`src/rtl/cond_pred_pkg.sv`:
```
package cond_pred_pkg;

    // Width of the condition field and the pair structure derived from it.
    localparam int COND_W     = 4;
    localparam int NUM_CODES  = 2 ** COND_W;
    localparam int NUM_PAIRS  = NUM_CODES / 2;
    // The last pair (always / reserved) carries no flag term.
    localparam int FLAG_PAIRS = NUM_PAIRS - 1;

    // Index of each flag-driven base term; the code pair is 2*index.
    localparam int TERM_ZERO  = 0;
    localparam int TERM_CARRY = 1;
    localparam int TERM_NEG   = 2;
    localparam int TERM_OVF   = 3;
    localparam int TERM_UHI   = 4;
    localparam int TERM_SGE   = 5;
    localparam int TERM_SGT   = 6;

    typedef struct packed {
        logic neg;
        logic zero;
        logic carry;
        logic ovf;
    } status_flags_t;

endpackage

```
`src/rtl/cond_flag_terms.sv`:
```
module cond_flag_terms
    import cond_pred_pkg::*;
#(
    parameter int N_TERMS = FLAG_PAIRS
) (
    input  status_flags_t        flags,
    output logic [N_TERMS-1:0]   term_true
);

    logic signs_agree;

    always_comb begin
        signs_agree = ~(flags.neg ^ flags.ovf);
        term_true   = '0;
        term_true[TERM_ZERO]  = flags.zero;
        term_true[TERM_CARRY] = flags.carry;
        term_true[TERM_NEG]   = flags.neg;
        term_true[TERM_OVF]   = flags.ovf;
        term_true[TERM_UHI]   = flags.carry & ~flags.zero;
        term_true[TERM_SGE]   = signs_agree;
        term_true[TERM_SGT]   = ~flags.zero & signs_agree;
    end

endmodule

```
`src/rtl/cond_pair_mux.sv`:
```
module cond_pair_mux #(
    parameter int CODE_W = 4
) (
    input  logic [CODE_W-1:0]            code,
    input  logic [2**(CODE_W-1)-2:0]     term_true,
    output logic                         pass,
    output logic                         reserved
);

    localparam int N_PAIRS  = 2 ** (CODE_W - 1);
    localparam int LAST     = N_PAIRS - 1;
    localparam int N_CODES  = 2 * N_PAIRS;

    logic [N_CODES-1:0] code_pass;

    generate
        for (genvar p = 0; p < N_PAIRS; p++) begin : g_pair
            if (p == LAST) begin : g_fixed
                // Even member: unconditional; odd member: reserved, never runs.
                assign code_pass[2*p]   = 1'b1;
                assign code_pass[2*p+1] = 1'b0;
            end else begin : g_flag
                assign code_pass[2*p]   = term_true[p];
                assign code_pass[2*p+1] = ~term_true[p];
            end
        end
    endgenerate

    assign pass     = code_pass[code];
    assign reserved = (code == {CODE_W{1'b1}});

endmodule

```
`src/rtl/cond_exec_unit.sv`:
```
module cond_exec_unit
    import cond_pred_pkg::*;
(
    input  logic [3:0] cond_code,
    input  logic       flag_n,
    input  logic       flag_z,
    input  logic       flag_c,
    input  logic       flag_v,
    output logic       exec_en,
    output logic       cond_reserved
);

    status_flags_t           flags;
    logic [FLAG_PAIRS-1:0]   term_true;
    logic                    code_pass;
    logic                    code_rsv;

    assign flags = '{neg: flag_n, zero: flag_z, carry: flag_c, ovf: flag_v};

    cond_flag_terms #(
        .N_TERMS (FLAG_PAIRS)
    ) u_terms (
        .flags     (flags),
        .term_true (term_true)
    );

    cond_pair_mux #(
        .CODE_W (COND_W)
    ) u_mux (
        .code      (cond_code),
        .term_true (term_true),
        .pass      (code_pass),
        .reserved  (code_rsv)
    );

    assign exec_en       = code_pass & ~code_rsv;
    assign cond_reserved = code_rsv;

endmodule

```
`config.mk`:
```
export PLATFORM = sky130hd
export DESIGN_NAME = cond_exec_unit
export DESIGN_NICKNAME = d
export VERILOG_FILES = /design/src/rtl/cond_pred_pkg.sv /design/src/rtl/cond_flag_terms.sv /design/src/rtl/cond_pair_mux.sv /design/src/rtl/cond_exec_unit.sv
export SDC_FILE = /design/constraint.sdc
export NUM_CORES = 1
export LEC_CHECK = 0
export ABC_AREA = 0
export BUFFER_PORTS_ARGS = -buffer_cell sky130_fd_sc_hd__buf_2
export CELL_PAD_IN_SITES_DETAIL_PLACEMENT = 1
export CELL_PAD_IN_SITES_GLOBAL_PLACEMENT = 2
export CORE_AREA = 4 4 41 43
export DETAILED_ROUTE_END_ITERATION = 10
export DIE_AREA = 0 0 45 47
export GPL_TIMING_DRIVEN = 0
export PLACE_DENSITY_LB_ADDON = 0.15
export REMOVE_ABC_BUFFERS = 1
export SYNTH_ARGS = -nofsm -noshare
export SYNTH_HDL_FRONTEND = slang
export SYNTH_SLANG_ARGS = --single-unit
```
`constraint.sdc`:
```
create_clock -name vclk -period 0.9
set_input_delay 0.09 -clock vclk [all_inputs]
set_output_delay 0.09 -clock vclk [all_outputs]
set_load 0.02 [all_outputs]
```
==> results.cfg, run 1 <==
[critical_path]
cp_top_family = compound AO/OA/AOI/OAI gates
path_cells = buf_8 -> mux2i_2 -> nor3b_2 -> a311oi_2 -> xnor2_1 -> buf_4
slowest_delay_ns = 0.26
worstPathArrival_ns = 1.02
worstSetupEndpointType = output port
cp_slowest_cell = a311oi_2
startpoint_type = input port
crit_fanout = 5
worstSetupPathType = input port to output port
crit_required_ns = 0.81
critPathBufInv = 2

[global_route]
overflow = 0
grt_pass1_vias = 143
antenna_found_initial = 0
grt_pass1_wl_um = 558
grt_usage_pct = 3.30
grt_max_degree = 6

[run]
drv_cap = 0

[sta]
final_hold_viol_count = 0
postLayoutSetupSlackWorst_ns = -0.214
slew_violations = 0
rsz0062_at_grt = true
max_freq_ghz = 0.898
tightest_slew_ns = 0.220
holdWs_ns = 0.489
fin_crit_sh_pct = 124
fin_tns_setup_ns = -0.214
slew_headroom_pct = 85.3
finalCriticalPeriod_ns = 1.11
setup_viol = 1

[die]
row_count = 13
die_w_um = 45
dieArea_um2 = 2120
die_h_um = 47
ios = 10
core-area_um2 = 1300
initial_core_util_pct = 7.12

[drt]
first_pass_iters = 1
postRouteAntennaNets = 0
wire_per_inst_um = 8.46
drt_wl_total_um = 313
drc_errors = 0
vias = 133
vias_per_cell = 3.59
drt_iter0_markers = 0

[layout]
post-route-util_pct = 15.2
finalNetCount = 32
area_growth_syn_to_layout_pct = 114
drive_gt1_share_pct = 63.6
finalInstanceArea_um2 = 198
final_common_cell = buf_2
regArea_um2 = 0
final_cell_mix = 6 x buf_2, 2 x xor2_1, 2 x buf_4
nClkBuffers = 0
flops_and_latches = 0
antenna_cells = 0

[power_and_ir_drop]
p_switching_w = 0.0000480
p_leak_nw = 0.0867
power.share.clock_pct = 0
vdd_ir_drop_max_uv = 114
p_per_area_nw_per_um2 = 533
pwr-share-seq_pct = 0
switching_share_pct = 45.5
power_frac_comb_pct = 100.0
p_int_w = 0.0000574

[placement]
dpl_cell_area_um2 = 161
post-place-ws_ns = -0.321
port_buffers = 10
gp_congestion = 0.590

[synthesis]
synthCells = 12
seq_area_frac_synth_pct = 0
avgSynthCellArea_um2 = 7.72
yosys_warnings = 0
synth_cell_type_count = 10
synth_area_um2 = 92.6

[hold_path]
holdCritPathClass = input port to output port

[outcome]
violations = setup timing
outcome = finished with violations

[clock_tree]
postCtsSetupBuffers = 0
cts_hold_buf = 0
-- kinds of logic after synthesis --
logic type      count (synthesis)  synth area share [%]
simple gates                    5                  32.4
compound gates                  2                  17.6
mux                             2                  21.6
xor+xnor                        3                  28.4
-- power by group through the flow --
stage               sequential (W)  clock [W]  combinational, W
floorplan                        0          0         0.0000434
global placement                 0          0         0.0000835
detailed placement               0          0         0.0000839
CTS                              0          0          0.000102
global route                     0          0          0.000116
finish                           0          0          0.000105
-- timing repair --
action	4_1_cts	5_1_grt
hold endpoints to repair	0	0
setup endpoints to repair	1	1
gates resized for setup	7	2
pin swaps	4	3
-- cell usage after synthesis (all sizes together) --
cell | instances | share of area, %
xnor2 | 1 | 9.5
and4 | 1 | 11
nor2 | 1 | 4.1
nor3 | 1 | 5.4
mux2i | 2 | 22
xor2 | 2 | 19
o21bai | 1 | 8.1
a311oi | 1 | 9.5
nor3b | 1 | 8.1
nand2 | 1 | 4.1
-- worst paths after layout --
check	start	end	slack [ns]	depth (start not counted)
setup / recovery	cond_code[1]	exec_en	-0.21	6
hold / removal	cond_code[0]	exec_en	0.49	3
-- area by class of cell --
type | instances | area (um^2)
fillers | 169 | 1100
multi-input cells | 12 | 108
well taps | 15 | 18.8
repair buffers | 10 | 71.3
-- routing by layer --
| layer | vias to the layer above | track usage [%] | wire, um |
|---|---|---|---|
| met5 | - | 0 | 0 |
| met4 | 0 | 0 | 0 |
| met3 | 0 | 0.383 | 48 |
| met2 | 7 | 6.21 | 126 |
| met1 | 59 | 4.27 | 138 |
| li1 | 67 | - | - |
-- metrics by stage --
stage	total power, W	cells
floorplan	0.0000434	12
global placement	0.0000835	37
detailed placement	0.0000839	37
CTS	0.000102	37
global route	0.000116	37
finish	0.000105	37
(Power assumes the default switching activity.)
==> run 2, diff against run 1 <==
--- a/config.mk
+++ b/config.mk
@@ -7,13 +7,12 @@
 export LEC_CHECK = 0
 export ABC_AREA = 0
 export BUFFER_PORTS_ARGS = -buffer_cell sky130_fd_sc_hd__buf_2
-export CELL_PAD_IN_SITES_DETAIL_PLACEMENT = 1
-export CELL_PAD_IN_SITES_GLOBAL_PLACEMENT = 2
 export CORE_AREA = 4 4 41 43
 export DETAILED_ROUTE_END_ITERATION = 10
 export DIE_AREA = 0 0 45 47
 export GPL_TIMING_DRIVEN = 0
 export PLACE_DENSITY_LB_ADDON = 0.15
+export RECOVER_POWER = 50
 export REMOVE_ABC_BUFFERS = 1
 export SYNTH_ARGS = -nofsm -noshare
 export SYNTH_HDL_FRONTEND = slang
==> run 2 against run 1 <==
Effect of this change: global-route usage is 0.94 points lower; first-iteration DRC count unchanged; critical path depth unchanged; critical endpoint unchanged; non-clock buffer count rose by 1; the flow still finishes with violations (setup timing); largest power group unchanged; highest routed layer unchanged; fmax about the same.
==> results.cfg, run 2 (synthesis results as in run 1) <==
[outcome]
outcome = finished with violations
violations = setup timing

[die]
dieArea_um2 = 2120
ios = 10
core-area_um2 = 1300
initial_core_util_pct = 7.12
row_count = 13
die_w_um = 45
die_h_um = 47

[layout]
area_growth_syn_to_layout_pct = 127
antenna_cells = 0
finalInstanceArea_um2 = 210
final_common_cell = buf_2
drive_gt1_share_pct = 56.5
nClkBuffers = 0
finalNetCount = 33
multi_input_area_um2 = 98.8
regArea_um2 = 0
fillers = 160
flops_and_latches = 0

[clock_tree]
cts_hold_buf = 0

[sta]
max_freq_ghz = 0.898
slew_violations = 0
holdWs_ns = 0.494
fin_tns_setup_ns = -0.213
rsz0062_at_grt = true
fin_crit_sh_pct = 124
final_hold_viol_count = 0
tightest_slew_ns = 0.241
postLayoutSetupSlackWorst_ns = -0.213
setup_viol = 1
finalCriticalPeriod_ns = 1.11
slew_headroom_pct = 83.9

[placement]
gp_congestion = 0.615
port_buffers = 10
dpl_cell_area_um2 = 161
place_hpwl_um = 258
post-place-ws_ns = -0.339

[critical_path]
worstSetupPathType = input port to output port
cp_top_family = compound AO/OA/AOI/OAI gates
slowest_delay_ns = 0.30
critPathBufInv = 2
crit_fanout = 3
cp_slowest_cell = a311oi_2
startpoint_type = input port
crit_required_ns = 0.81
worstPathArrival_ns = 1.02
path_cells = buf_8 -> xor2_1 -> nand2_1 -> a311oi_2 -> xnor2_1 -> buf_4
worstSetupEndpointType = output port

[hold_path]
hp-start = cond_code[0]
min_to = exec_en
hold_depth = 3
holdCritPathClass = input port to output port

[power_and_ir_drop]
switching_share_pct = 42.5
vdd_ir_drop_max_uv = 169
pwr-share-seq_pct = 0
p_int_w = 0.0000632
power.share.clock_pct = 0
p_per_area_nw_per_um2 = 523
power_frac_comb_pct = 100.0
p_leak_nw = 0.0953
p_total_w = 0.000110
p_switching_w = 0.0000466

[global_route]
grt_pass1_vias = 106
grt_usage_pct = 2.36
antenna_found_initial = 0
grt_max_degree = 6
overflow = 0
grt_pass1_wl_um = 407

[drt]
vias = 126
first_pass_iters = 1
drt_wl_total_um = 298
wire_per_inst_um = 7.84
vias_per_cell = 3.32
postRouteAntennaNets = 0
drt_iter0_markers = 0
drc_errors = 0

[run]
drv_cap = 0
[run 2: cell type report]
cell class,instances,area share (%)
Multi-Input combinational cell,12,47.0
Timing Repair Buffer,11,44.0
Tap cell,15,8.93
[run 2: what timing repair did]
action	CTS	global route
endpoints found under the setup margin	1	1
endpoints found under the hold margin	0	0
resized for setup	3	7
pin swaps	3	5
setup buffers	0	1
[run 2: power groups by stage]
stage	Combinational, W	Sequential [W]	Clock, W
4_1_cts	0.0000876	0	0
6_report	0.000110	0	0
3_5_place_dp	0.0000828	0	0
2_1_floorplan	0.0000434	0	0
3_3_place_gp	0.0000822	0	0
5_1_grt	0.000118	0	0
[run 2: worst max path at each step]
stage / from / to / cells past startpoint
2_1_floorplan: cond_code[1] / exec_en / 4
3_3_place_gp: cond_code[1] / exec_en / 6
3_5_place_dp: cond_code[1] / exec_en / 6
4_1_cts: cond_code[1] / exec_en / 6
5_1_grt: cond_code[1] / exec_en / 6
6_report: cond_code[2] / exec_en / 6
[run 2: metrics by stage]
stage	util (%)	instances
2_1_floorplan	-	12
3_3_place_gp	12.4	37
3_5_place_dp	12.4	37
5_1_grt	16.2	38
6_report	16.2	38
4_1_cts	13.2	37
[run 2: worst min-delay path, delay by kind of cell]
family / cells / cell delay, ns
xor gates and xnor gates: 1 / 0.07
buffers and inverters: 2 / 0.24
[run 2: routing by layer]
layer  wire, um  track usage, %  up-vias  part of all wire [%]
met3         34               0        0                    11
met2        133            4.24        6                    45
met5          0               0        -                     0
li1           -               -       68                     -
met4          0               0        0                     0
met1        130            3.37       52                    44
